File: config.mk
export PLATFORM = sky130hd
export DESIGN_NAME = logic_cell
export DESIGN_NICKNAME = d
export VERILOG_FILES = /design/src/rtl/cell_pkg.sv /design/src/rtl/lut_table.sv /design/src/rtl/cell_ctrl.sv /design/src/rtl/cell_datapath.sv /design/src/rtl/logic_cell.sv
export SDC_FILE = /design/constraint.sdc
export NUM_CORES = 1
export LEC_CHECK = 0
export BUFFER_PORTS_ARGS = -buffer_cell sky130_fd_sc_hd__buf_2
export CAP_MARGIN = 20
export CORE_MARGIN = 2
export CORE_UTILIZATION = 55
export DETAILED_ROUTE_END_ITERATION = 12
export PLACE_DENSITY = 0.72
export SLEW_MARGIN = 10
export SYNTH_ARGS = -nofsm -noshare
export SYNTH_HDL_FRONTEND = slang
export SYNTH_HIERARCHICAL = 1
export SYNTH_SLANG_ARGS = --single-unit
File: constraint.sdc
create_clock -name clk -period 3.1 [get_ports clk]
set_clock_uncertainty 0.2 [all_clocks]
set_input_delay 0.93 -clock clk [delete_from_list [all_inputs] [get_ports clk]]
set_output_delay 0.93 -clock clk [all_outputs]
set_load 0.005 [all_outputs]
File: src/rtl/cell_pkg.sv
package cell_pkg;
  parameter int LUT_INPUTS     = 3;
  parameter int NUM_TABLES     = 2;
  parameter int OUTS_PER_TABLE = 2;

  localparam int LUT_DEPTH = 1 << LUT_INPUTS;
  localparam int NUM_OUTS  = NUM_TABLES * OUTS_PER_TABLE;
  localparam int IN_W      = NUM_TABLES * LUT_INPUTS;
  localparam int LUT_BITS  = NUM_OUTS * LUT_DEPTH;
  localparam int SEL_BASE  = LUT_BITS;
  localparam int CARRY_BIT = LUT_BITS + NUM_OUTS;
  localparam int CFG_BITS  = CARRY_BIT + 1;

  typedef struct packed {
    logic shiftEn;
    logic clearCfg;
    logic clearRegs;
    logic holdZero;
  } cellStrobes_t;
endpackage

File: src/rtl/lut_table.sv
module lut_table #(
  parameter int ADDR_W = 3,
  parameter int OUT_W  = 2
) (
  input  logic [OUT_W*(1<<ADDR_W)-1:0] truth,
  input  logic [ADDR_W-1:0]            addr,
  output logic [OUT_W-1:0]             y
);
  localparam int DEPTH = 1 << ADDR_W;

  for (genvar o = 0; o < OUT_W; o++) begin : g_out
    logic [DEPTH-1:0] slice;
    assign slice = truth[o*DEPTH +: DEPTH];
    assign y[o]  = slice[addr];
  end
endmodule

File: src/rtl/cell_ctrl.sv
module cell_ctrl
  import cell_pkg::*;
(
  input  logic         rst,
  input  logic         cfgEn,
  output cellStrobes_t strb
);
  always_comb begin
    strb.shiftEn   = cfgEn && !rst;
    strb.clearCfg  = rst;
    strb.clearRegs = rst || cfgEn;
    strb.holdZero  = cfgEn;
  end
endmodule

File: src/rtl/cell_datapath.sv
module cell_datapath
  import cell_pkg::*;
(
  input  logic                clk,
  input  logic                rst,
  input  cellStrobes_t        strb,
  input  logic                cfgIn,
  output logic                cfgOut,
  input  logic [IN_W-1:0]     lutIn,
  input  logic                carryIn,
  output logic                carryOut,
  output logic [NUM_OUTS-1:0] dataOut
);
  logic [CFG_BITS-1:0] cfgReg;
  logic [NUM_OUTS-1:0] combOut;
  logic [NUM_OUTS-1:0] regOut;
  logic [NUM_OUTS-1:0] selReg;
  logic                carryMode;
  logic                propTerm;
  logic                genTerm;

  // serial configuration chain, bit 0 leaves first
  always_ff @(posedge clk) begin
    if (strb.clearCfg)     cfgReg <= '0;
    else if (strb.shiftEn) cfgReg <= {cfgIn, cfgReg[CFG_BITS-1:1]};
  end

  assign cfgOut    = cfgReg[0];
  assign selReg    = cfgReg[SEL_BASE +: NUM_OUTS];
  assign carryMode = cfgReg[CARRY_BIT];

  for (genvar t = 0; t < NUM_TABLES; t++) begin : g_table
    logic [LUT_INPUTS-1:0] addr;
    if (t == NUM_TABLES - 1) begin : g_carry_addr
      always_comb begin
        addr = lutIn[t*LUT_INPUTS +: LUT_INPUTS];
        if (carryMode) addr[LUT_INPUTS-1] = carryIn;
      end
    end else begin : g_plain_addr
      assign addr = lutIn[t*LUT_INPUTS +: LUT_INPUTS];
    end
    lut_table #(.ADDR_W(LUT_INPUTS), .OUT_W(OUTS_PER_TABLE)) u_lut (
      .truth (cfgReg[t*OUTS_PER_TABLE*LUT_DEPTH +: OUTS_PER_TABLE*LUT_DEPTH]),
      .addr  (addr),
      .y     (combOut[t*OUTS_PER_TABLE +: OUTS_PER_TABLE])
    );
  end

  always_ff @(posedge clk) begin
    if (strb.clearRegs) regOut <= '0;
    else                regOut <= combOut;
  end

  for (genvar k = 0; k < NUM_OUTS; k++) begin : g_sel
    assign dataOut[k] = strb.holdZero ? 1'b0 : (selReg[k] ? regOut[k] : combOut[k]);
  end

  assign propTerm = combOut[0];
  assign genTerm  = combOut[1];
  assign carryOut = !strb.holdZero && carryMode && (genTerm || (propTerm && carryIn));

  // outputs held low in configuration mode
  p_hold_zero_r4: assert property (@(posedge clk) disable iff (rst)
    strb.holdZero |-> (dataOut == '0 && !carryOut));

  // the chain only moves while shifting
  p_cfg_stable_r2: assert property (@(posedge clk) disable iff (rst)
    !strb.shiftEn |=> $stable(cfgReg));

  // chain output advances by one stage per shift
  p_chain_step_r3: assert property (@(posedge clk) disable iff (rst)
    strb.shiftEn |=> cfgOut == $past(cfgReg[1]));

  // flip-flops are empty after a clearing edge
  p_regs_clear_r10: assert property (@(posedge clk) disable iff (rst)
    strb.clearRegs |=> regOut == '0);

  // flip-flops capture the table values
  p_regs_follow_r6: assert property (@(posedge clk) disable iff (rst)
    !strb.clearRegs |=> regOut == $past(combOut));

  // a carry needs generate or an incoming carry
  p_carry_source_r7: assert property (@(posedge clk) disable iff (rst)
    carryOut |-> (genTerm || carryIn));

  // no carry out when carry mode is off
  p_carry_off_r8: assert property (@(posedge clk) disable iff (rst)
    !carryMode |-> !carryOut);
endmodule

File: src/rtl/logic_cell.sv
module logic_cell
  import cell_pkg::*;
(
  input  logic                clk,
  input  logic                rst,
  input  logic                cfgEn,
  input  logic                cfgIn,
  output logic                cfgOut,
  input  logic [IN_W-1:0]     lutIn,
  input  logic                carryIn,
  output logic                carryOut,
  output logic [NUM_OUTS-1:0] dataOut
);
  cellStrobes_t strb;

  cell_ctrl u_ctrl (
    .rst   (rst),
    .cfgEn (cfgEn),
    .strb  (strb)
  );

  cell_datapath u_dp (
    .clk      (clk),
    .rst      (rst),
    .strb     (strb),
    .cfgIn    (cfgIn),
    .cfgOut   (cfgOut),
    .lutIn    (lutIn),
    .carryIn  (carryIn),
    .carryOut (carryOut),
    .dataOut  (dataOut)
  );
endmodule

# ---- Word level (Yosys, flattened, before mapping)
# Index checks and enable logic that the tools add are counted.
dict set report op_classes {
  reduce_logical 8
  magnitude_cmp 2
  mux 17
}
# operator n
set op_table {}
lappend op_table {{1-bit two-way mux} 13}
lappend op_table {{1-bit binary-select mux with 3-bit select} 4}
lappend op_table {{3-bit by 4-bit < comparator with 1-bit output (second input constant)} 2}
lappend op_table {{1-bit logical AND} 4}
lappend op_table {{1-bit logical NOT} 2}
lappend op_table {{1-bit logical OR} 2}
dict set report word_totals {
  regBits 41
  word_cells 29
  output_inout_bits 6
}

# ---- Longest topological paths before layout
# Gate-level depths: netlist (run 1).
dict set report depth {
  depth_word 5
  mapped_depth 5
  ltp_nobuf 5
}

# ---- Cells and area by module
# Netlist (run 1), hierarchy kept.
# module cells_per_inst seq_area_each_um2 n_inst area_per_inst_um2
set by_module_without_submodules {}
lappend by_module_without_submodules {cell_datapath 138 820.8 1 1525.2}
lappend by_module_without_submodules {lut_table 6 0.0 2 127.6}
lappend by_module_without_submodules {cell_ctrl 4 0.0 1 27.5}

# ---- Worst setup path before layout (run 1)
# OpenSTA, ideal clock, no wires.
dict set report synth_path {
  path_type {input port to output port}
  startpoint {input lutIn[0]}
  endpoint {output carryOut}
  t_required_ns 1.970
  t_arrival_ns 1.919
  path_stages 4
  slack_ns 0.051
  path_cell_list {mux4_1 mux2_2 a21oi_1 nor3b_1}
}
dict set report synth_between {
  elab_chain_len 5
  word_cells_on_any_way 7
  cone_classes {4 x mux; 3 x reduce/logical}
}
# element line_no
set synth_lines {}
lappend synth_lines {{start: declaration} logic_cell.sv:9} ;# input logic [IN_W-1:0] lutIn,
lappend synth_lines {{1-bit binary-select mux with 3-bit select} lut_table.sv:14} ;# assign y[o] = slice[addr];
lappend synth_lines {{1-bit two-way mux (not written as such)} lut_table.sv:14}
lappend synth_lines {{net u_dp.combOut[0]} cell_datapath.sv:15} ;# logic [NUM_OUTS-1:0] combOut;
lappend synth_lines {{1-bit logical AND} cell_datapath.sv:60} ;# assign carryOut = !strb.holdZero && carryMode && (genTerm || (propTerm && carryIn));
lappend synth_lines {{1-bit logical OR} cell_datapath.sv:60}
lappend synth_lines {{1-bit logical AND} cell_datapath.sv:60}
lappend synth_lines {{end: declaration} logic_cell.sv:11} ;# output logic carryOut,
# The timed path passes the listed nets, and every way through them passes these cells. The select of a mux whose other input is x is not followed.

# ---- Worst setup path in the final report (run 1)
dict set report layout_path {
  startpoint {input lutIn[5]}
  endpoint {output dataOut[3]}
}
dict set report layout_between {
  elab_chain_len 5
}
# element line_no
set layout_lines {}
lappend layout_lines {{1-bit two-way mux} cell_datapath.sv:37} ;# if (carryMode) addr[LUT_INPUTS-1] = carryIn;
lappend layout_lines {{net u_dp.g_table[1].addr[2]} cell_datapath.sv:33} ;# logic [LUT_INPUTS-1:0] addr;
lappend layout_lines {{1-bit binary-select mux with 3-bit select} lut_table.sv:14}
lappend layout_lines {{1-bit two-way mux (not written as such)} lut_table.sv:14}
lappend layout_lines {{net u_dp.combOut[3]} cell_datapath.sv:15}
lappend layout_lines {{1-bit two-way mux (2 in series)} cell_datapath.sv:55} ;# assign dataOut[k] = strb.holdZero ? 1'b0 : (selReg[k] ? regOut[k] : combOut[k]);
lappend layout_lines {{end: declaration} logic_cell.sv:12} ;# output logic [NUM_OUTS-1:0] dataOut
# The timed path passes the listed nets, and every way through them passes these cells. The select of a mux whose other input is x is not followed.

==> out/qor.yml, run 1 <==
slowest_delay_ns: 0.30
run_status: "finished with violations"
postCtsSetupRepairBufs: 0
yosys_warnings: 6
die_width_um: 61.34
number_of_distinct_standard_cells_referenced_by_the_synthesized_netlist: 14
grt_pass1_wl_um: 4809
yosys.area_share.adder_pct: 0
ff_latch_area_um2: 820.8
fmaxAchievable_ghz: 0.2980
htree_levels: 2
timing.critical_path.depth: 7
vias_per_cell: 5.245
number_of_nets_produced_by_synthesis: 165
coreArea_um2: 3078
post_layout_nonfiller_instances: 216
crit_type: "in2out"
grt_start_max_net_pins: 39
placedInstanceArea_um2: 1874
final_nets: 182
synth.top_cells.by_area: "dfxtp_1, mux2i_1, mux4_1"
synth_top_family_by_area: "multiplexers"
worst_r2r_endpoint: "u_dp/regOut[3]"
worstSetupStartpoint: "lutIn[5]"
regToRegSetupSlack_ns: 1.31
via_count_of_the_first_global_routing_pass: 1019
final_cell_mix: "mux2i_1, nor2_1, dfxtp_1, buf_2, mux4_2"
post-route-drc-count: 0
gp_routability_congestion: 0.7305
hold_viol: 0
critical-path-top-delay-family: "multiplexers"
port_buffers: 16
worstPathBufferInverterCount: 2
area_delta_synth_final_pct: 7.889
multi_input_comb_area_um2: 888.4
detailroute.via_count: 1133
worst_setup_path_endpoint: "dataOut[3]"
post-synth-top-area-cell: "dfxtp_1"
crit_fanout: 4
cts-root-buf: "clkbuf_4"
endpoint_kind: "output port"
fp.dieArea_um2: 3762
die_height_um: 61.34
cpMaxStageDelayCell: "mux2_4"
avgSynthCellArea_um2: 11.74
slew-limit-headroom_pct: 70.83
p_total_uw: 833.7
pwr_density_cell_nw_per_um2: 427.4
clock_path_buffers: 2
antenna_found_initial: 0
post_route_cells_drive_above_1_share_pct: 23.26
critical_path.most_common_cell: "mux2_4"
placedCellCount: 208
worst_hold_path_class: "reg2reg"
timing_max_transition_violations_final: 0
timing.final.crit_share_pct: 108.3
pin_count: 17
report.final.setup_viol: 5
yosys.area_share.xor_xnor_pct: 0
muxShareOfSynthArea_pct: 37.44
synth-seq-cells: 41
worst_setup_hold_path_clk_slew_ns: 0.11
vdd.ir_drop.worst_mv: 0.2479
route.final.wire_length_um: 2996
worst_path_required_time_ns: 1.97
overflow: 0
drtIter0Drc: 56
violations: "setup timing"
postLayoutSetupSlackWorst_ns: -0.2558
antenna_violating_nets_post_route: 0
max_cap_violations: 0
routedWlPerCell_um: 13.87
antenna-diode-count: 0
syn-instance-count: 154
cp_cell_sequence: "buf_6, mux2_4, mux4_2, mux2_4, mux2i_1, nor2_1, buf_2"
synth_top_cell_area_share_pct: 45.40
start_util_pct: 58.74
yosys.area_share.simple_pct: 11.00
final_design_area_no_fill_um2: 1951
r2r.worst_path.cells: 4
cts_tree: "done"
transition_at_the_pin_with_the_smallest_max_transition_slack_ns: 0.4376
power.leakage_nw: 0.7806
finalCriticalPeriod_ns: 3.356
hpwl_um: 2124
gr-usage-all-layers_pct: 18.05
std_cell_rows: 20
ys_seq_area_share_pct: 45.40
timing.critical_path.from_type: "input pin"
cts.sinks: 41
syn_area_um2: 1808
fill_count: 261
cp_data_arrival_time_ns: 2.23
worst_r2r_startpoint: "u_dp/cfgReg[36]"
worstSkewPairLatency_ns: 0.33
drt_first_pass_iters: 4
synth_compound_gate_area_share_pct: 0.2768
cts_buffers: 5
grt_setup_unrepaired: "true"
[metrics by stage]
stage	hold slack (ns)	utilization (%)	setup TNS (ns)	setup slack (ns)
after floorplan	0.2741	-	0	0.05085
after global placement	0.2958	60.89	-1.238	-0.2753
after detailed placement	0.3106	60.89	-1.336	-0.2975
after CTS	0.3356	63.37	-0.9035	-0.2564
after global routing	0.3569	63.37	-1.144	-0.2949
final	0.3295	63.37	-0.8922	-0.2558
[metal layers]
layer | vias up | track usage (%) | part of all wire [%]
li1 | 567 | - | -
met2 | 23 | 27.81 | 46
met4 | 0 | 9.119 | 1.7
met5 | - | 0 | 0
met3 | 6 | 5.252 | 4.1
met1 | 537 | 23.20 | 48
[registers in the layout, indices dropped and copies added (netlist names)]
name and count:
u_dp/cfgReg 37, u_dp/regOut 4
[worst reg2reg max path, stage by stage, from the launching register on]
cell,delay (ns)
dfxtp_1,0.42
mux2_4,0.36
mux4_2,0.30
mux2_4,0.29
nor2b_1,0.13
[Yosys cell counts]
master     n
mux2_2     5
buf_6      1
buf_4      2
mux2i_1   41
buf_12     3
nor3b_1    1
nor2_1    41
buf_2      3
nor2b_1    5
mux4_1     8
clkbuf_2   1
or2_1      1
a21oi_1    1
dfxtp_1   41
[power by group]
part           total [mW]  switching (mW)  internal, mW
logic              0.0582          0.0297        0.0286
clock network       0.247           0.160        0.0866
registers           0.529         0.00114         0.527
total               0.834           0.191         0.643
[worst min path at each step]
stage,cells past startpoint,endpoint,slack [ns],start
floorplan,2,u_dp/cfgReg[11],0.27,u_dp/cfgReg[11]
global placement,2,u_dp/cfgReg[14],0.30,u_dp/cfgReg[14]
detailed placement,2,u_dp/cfgReg[12],0.31,u_dp/cfgReg[13]
CTS,2,u_dp/cfgReg[22],0.34,u_dp/cfgReg[22]
global route,2,u_dp/cfgReg[30],0.36,u_dp/cfgReg[30]
finish,2,u_dp/cfgReg[22],0.33,u_dp/cfgReg[22]
[cells by family after synthesis]
group / Yosys count
mux: 54
flops: 41
compound gates: 1
buf+inv: 10
simple gates: 48
[area by class of cell]
class                      instances  area share (%)
tap                               44           2.822
timing repair buffer              20           6.928
clock inverter                     2          0.5131
clock buffer                       6           2.117
multi-input combinational        103           45.54
sequential                        41           42.08
[timing repair]
action	4_1_cts	5_1_grt
hold endpoints to repair	0	0
setup endpoints to repair	5	5
pin swaps	3	0
hold buffers	0	0
resized for setup	18	0
(Power assumes the default switching activity.)
==> run 2: changes to the inputs <==
CELL_PAD_IN_SITES_DETAIL_PLACEMENT = 0   (was not set)
CELL_PAD_IN_SITES_GLOBAL_PLACEMENT = 1   (was not set)
CORE_UTILIZATION = 46   (was 55)
CTS_CLUSTER_DIAMETER = 50   (was not set)
PLACE_DENSITY = 0.74   (was 0.72)
==> run 2 against run 1 <==
  * The flow still finishes with violations (setup timing)
  * First-iteration DRC count shrank 14%
  * Critical endpoint unchanged
  * Non-clock buffer count is the same
  * Highest routed layer unchanged
  * Cell area grew 2.1%
==> out/qor.yml, run 2 (synthesis gave the netlist of run 1 again) <==
run_status: "finished with violations"
violations: "setup timing"
cts_tree: "done"
antenna_violating_nets_post_route: 0  # unchanged
antenna_found_initial: 0  # unchanged
worst_r2r_startpoint: "u_dp/cfgReg[36]"
timing.critical_path.from_type: "input pin"
port_buffers: 16  # unchanged
finalCriticalPeriod_ns: 3.335  # -0.02106 ns
cp_data_arrival_time_ns: 2.20  # -0.03 ns
via_count_of_the_first_global_routing_pass: 1077  # +5.7%
clock_path_buffers: 2  # unchanged
vdd.ir_drop.worst_mv: 0.2670  # +7.7%
largest_register: "u_dp/cfgReg"
drtIter0Drc: 48  # -14%
hpwl_um: 2094  # -1.4%
coreArea_um2: 3716  # +21%
report.final.setup_viol: 5  # unchanged
crit_fanout: 4  # unchanged
grt_start_max_net_pins: 39  # unchanged
timing.final.crit_share_pct: 107.6  # -0.68 points
grt-busiest-layer: "met2"
groute.layer.met3.usage_pct: 4.223  # -1.0 points
global_route.usage.met1_pct: 21.50  # -1.7 points
r2r.worst_path.cells: 4  # unchanged
max_cap_violations: 0  # unchanged
cts-root-buf: "clkbuf_8"
cts_buffers: 5  # unchanged
largest_register_ff_count: 37  # unchanged
fmaxAchievable_ghz: 0.2999  # +0.63%
start_util_pct: 48.65  # -10 points
post_route_cells_drive_above_1_share_pct: 23.26  # unchanged
worstHoldEndpoint: "u_dp/cfgReg[23]"
final_nets: 182  # unchanged
final_design_area_no_fill_um2: 1992  # +2.1%
overflow: 0  # unchanged
grt.met2_usage_pct: 23.00  # -4.8 points
top_regs: "u_dp/cfgReg x37, u_dp/regOut x4"
drt_first_pass_iters: 4  # unchanged
cts.sinks: 41  # unchanged
gr-usage-all-layers_pct: 15.87  # -2.2 points
std_cell_rows: 22  # +10%
fp.dieArea_um2: 4448  # +18%
grt_pass1_wl_um: 5216  # +8.5%
worst_setup_hold_path_clk_slew_ns: 0.07  # -0.04 ns
grt_setup_unrepaired: "true"
final_cell_mix: "mux2i_1, nor2_1, dfxtp_1, buf_2, mux4_2"
gp_routability_congestion: 0.7778  # +6.5%
htree_levels: 2  # unchanged
antenna-diode-count: 0  # unchanged
timing.hold.worst_path_depth: 2  # unchanged
place_ws_ns: -0.3064  # -0.008819 ns
hold_viol: 0  # unchanged
route.final.wire_length_um: 3106  # +3.7%
min_from: "u_dp/cfgReg[23]"
fin_setup_tns_ns: -0.8685  # +0.02364 ns
fin_hold_ws_ns: 0.3295  # +0.000003000 ns
area_delta_synth_final_pct: 10.17
postCtsSetupRepairBufs: 0  # unchanged
p_total_uw: 920.4  # +10%
pin_count: 17  # unchanged
vias_per_cell: 5.227  # -0.35%
endpoint_kind: "output port"
die_height_um: 66.69  # +8.7%
placedInstanceArea_um2: 1879  # +0.27%
worst_r2r_endpoint: "u_dp/regOut[3]"
worstSkewPairLatency_ns: 0.29  # -0.04 ns
hold_buffers: 0  # unchanged
regToRegSetupSlack_ns: 1.31  # about the same
slew-limit-headroom_pct: 74.62  # +3.8 points
postLayoutSetupSlackWorst_ns: -0.2348  # +0.02106 ns
transition_at_the_pin_with_the_smallest_max_transition_slack_ns: 0.3807  # -0.05687 ns
die_width_um: 66.69  # +8.7%
worst_hold_path_class: "reg2reg"
crit_type: "in2out"
post-route-drc-count: 0  # unchanged
timing_max_transition_violations_final: 0  # unchanged
worst_path_required_time_ns: 1.97  # about the same
pwr_density_cell_nw_per_um2: 462.1  # +8.1%
detailroute.via_count: 1150  # +1.5%
power.leakage_nw: 0.7963  # +2.0%
routedWlPerCell_um: 14.12  # +1.8%
-- run 2: cell types whose count changed in the layout (fill, tap and decap cells not counted) --
cell and change:
buf_12 +1, buf_8 -1, clkbuf_4 -5, clkbuf_8 +5
-- run 2: final cells by class --
cell class,instances,area [um2]
Clock inverter,2,10.01
Multi-Input combinational cell,103,888.4
Tap cell,48,60.06
Sequential cell,41,820.8
Clock buffer,6,72.57
Fill cell,343,1724
Timing Repair Buffer,20,140.1
-- run 2: how the worst max path moves through the flow --
stage,startpoint,to,slack (ns),cells after the start
2_1_floorplan,lutIn[0],carryOut,0.05,4
3_3_place_gp,lutIn[0],carryOut,-0.27,6
3_5_place_dp,lutIn[0],dataOut[1],-0.31,6
4_1_cts,lutIn[5],dataOut[3],-0.25,7
5_1_grt,lutIn[5],dataOut[2],-0.29,7
6_report,lutIn[5],dataOut[3],-0.23,7
-- run 2: what timing repair did --
action | in CTS | in global routing
gates resized for setup | 17 | 2
endpoints found under the hold margin | 0 | 0
setup endpoints to repair | 5 | 5
pin swaps | 3 | 2
-- run 2: power breakdown --
group	internal (mW)	switching, mW
Clock	0.156	0.176
Sequential	0.527	0.00127
Combinational	0.0292	0.0311
Total	0.712	0.208
-- run 2: routing by layer --
layer,wire length (um),vias to the layer above
li1,-,568
met1,1582,556
met2,1349,21
met3,125,5
met4,49,0
met5,0,-
-- run 2: critical path: stages --
cell,delay (ns)
buf_6,0.09
mux2_4,0.30
mux4_2,0.30
mux2_4,0.29
mux2i_1,0.13
nor2_1,0.06
buf_2,0.12
-- run 2: metrics by stage --
step                std cells  util (%)
global route              220     53.60
finish                    220     53.60
CTS                       220     53.37
global placement          212     50.57
detailed placement        212     50.57
floorplan                 154         -
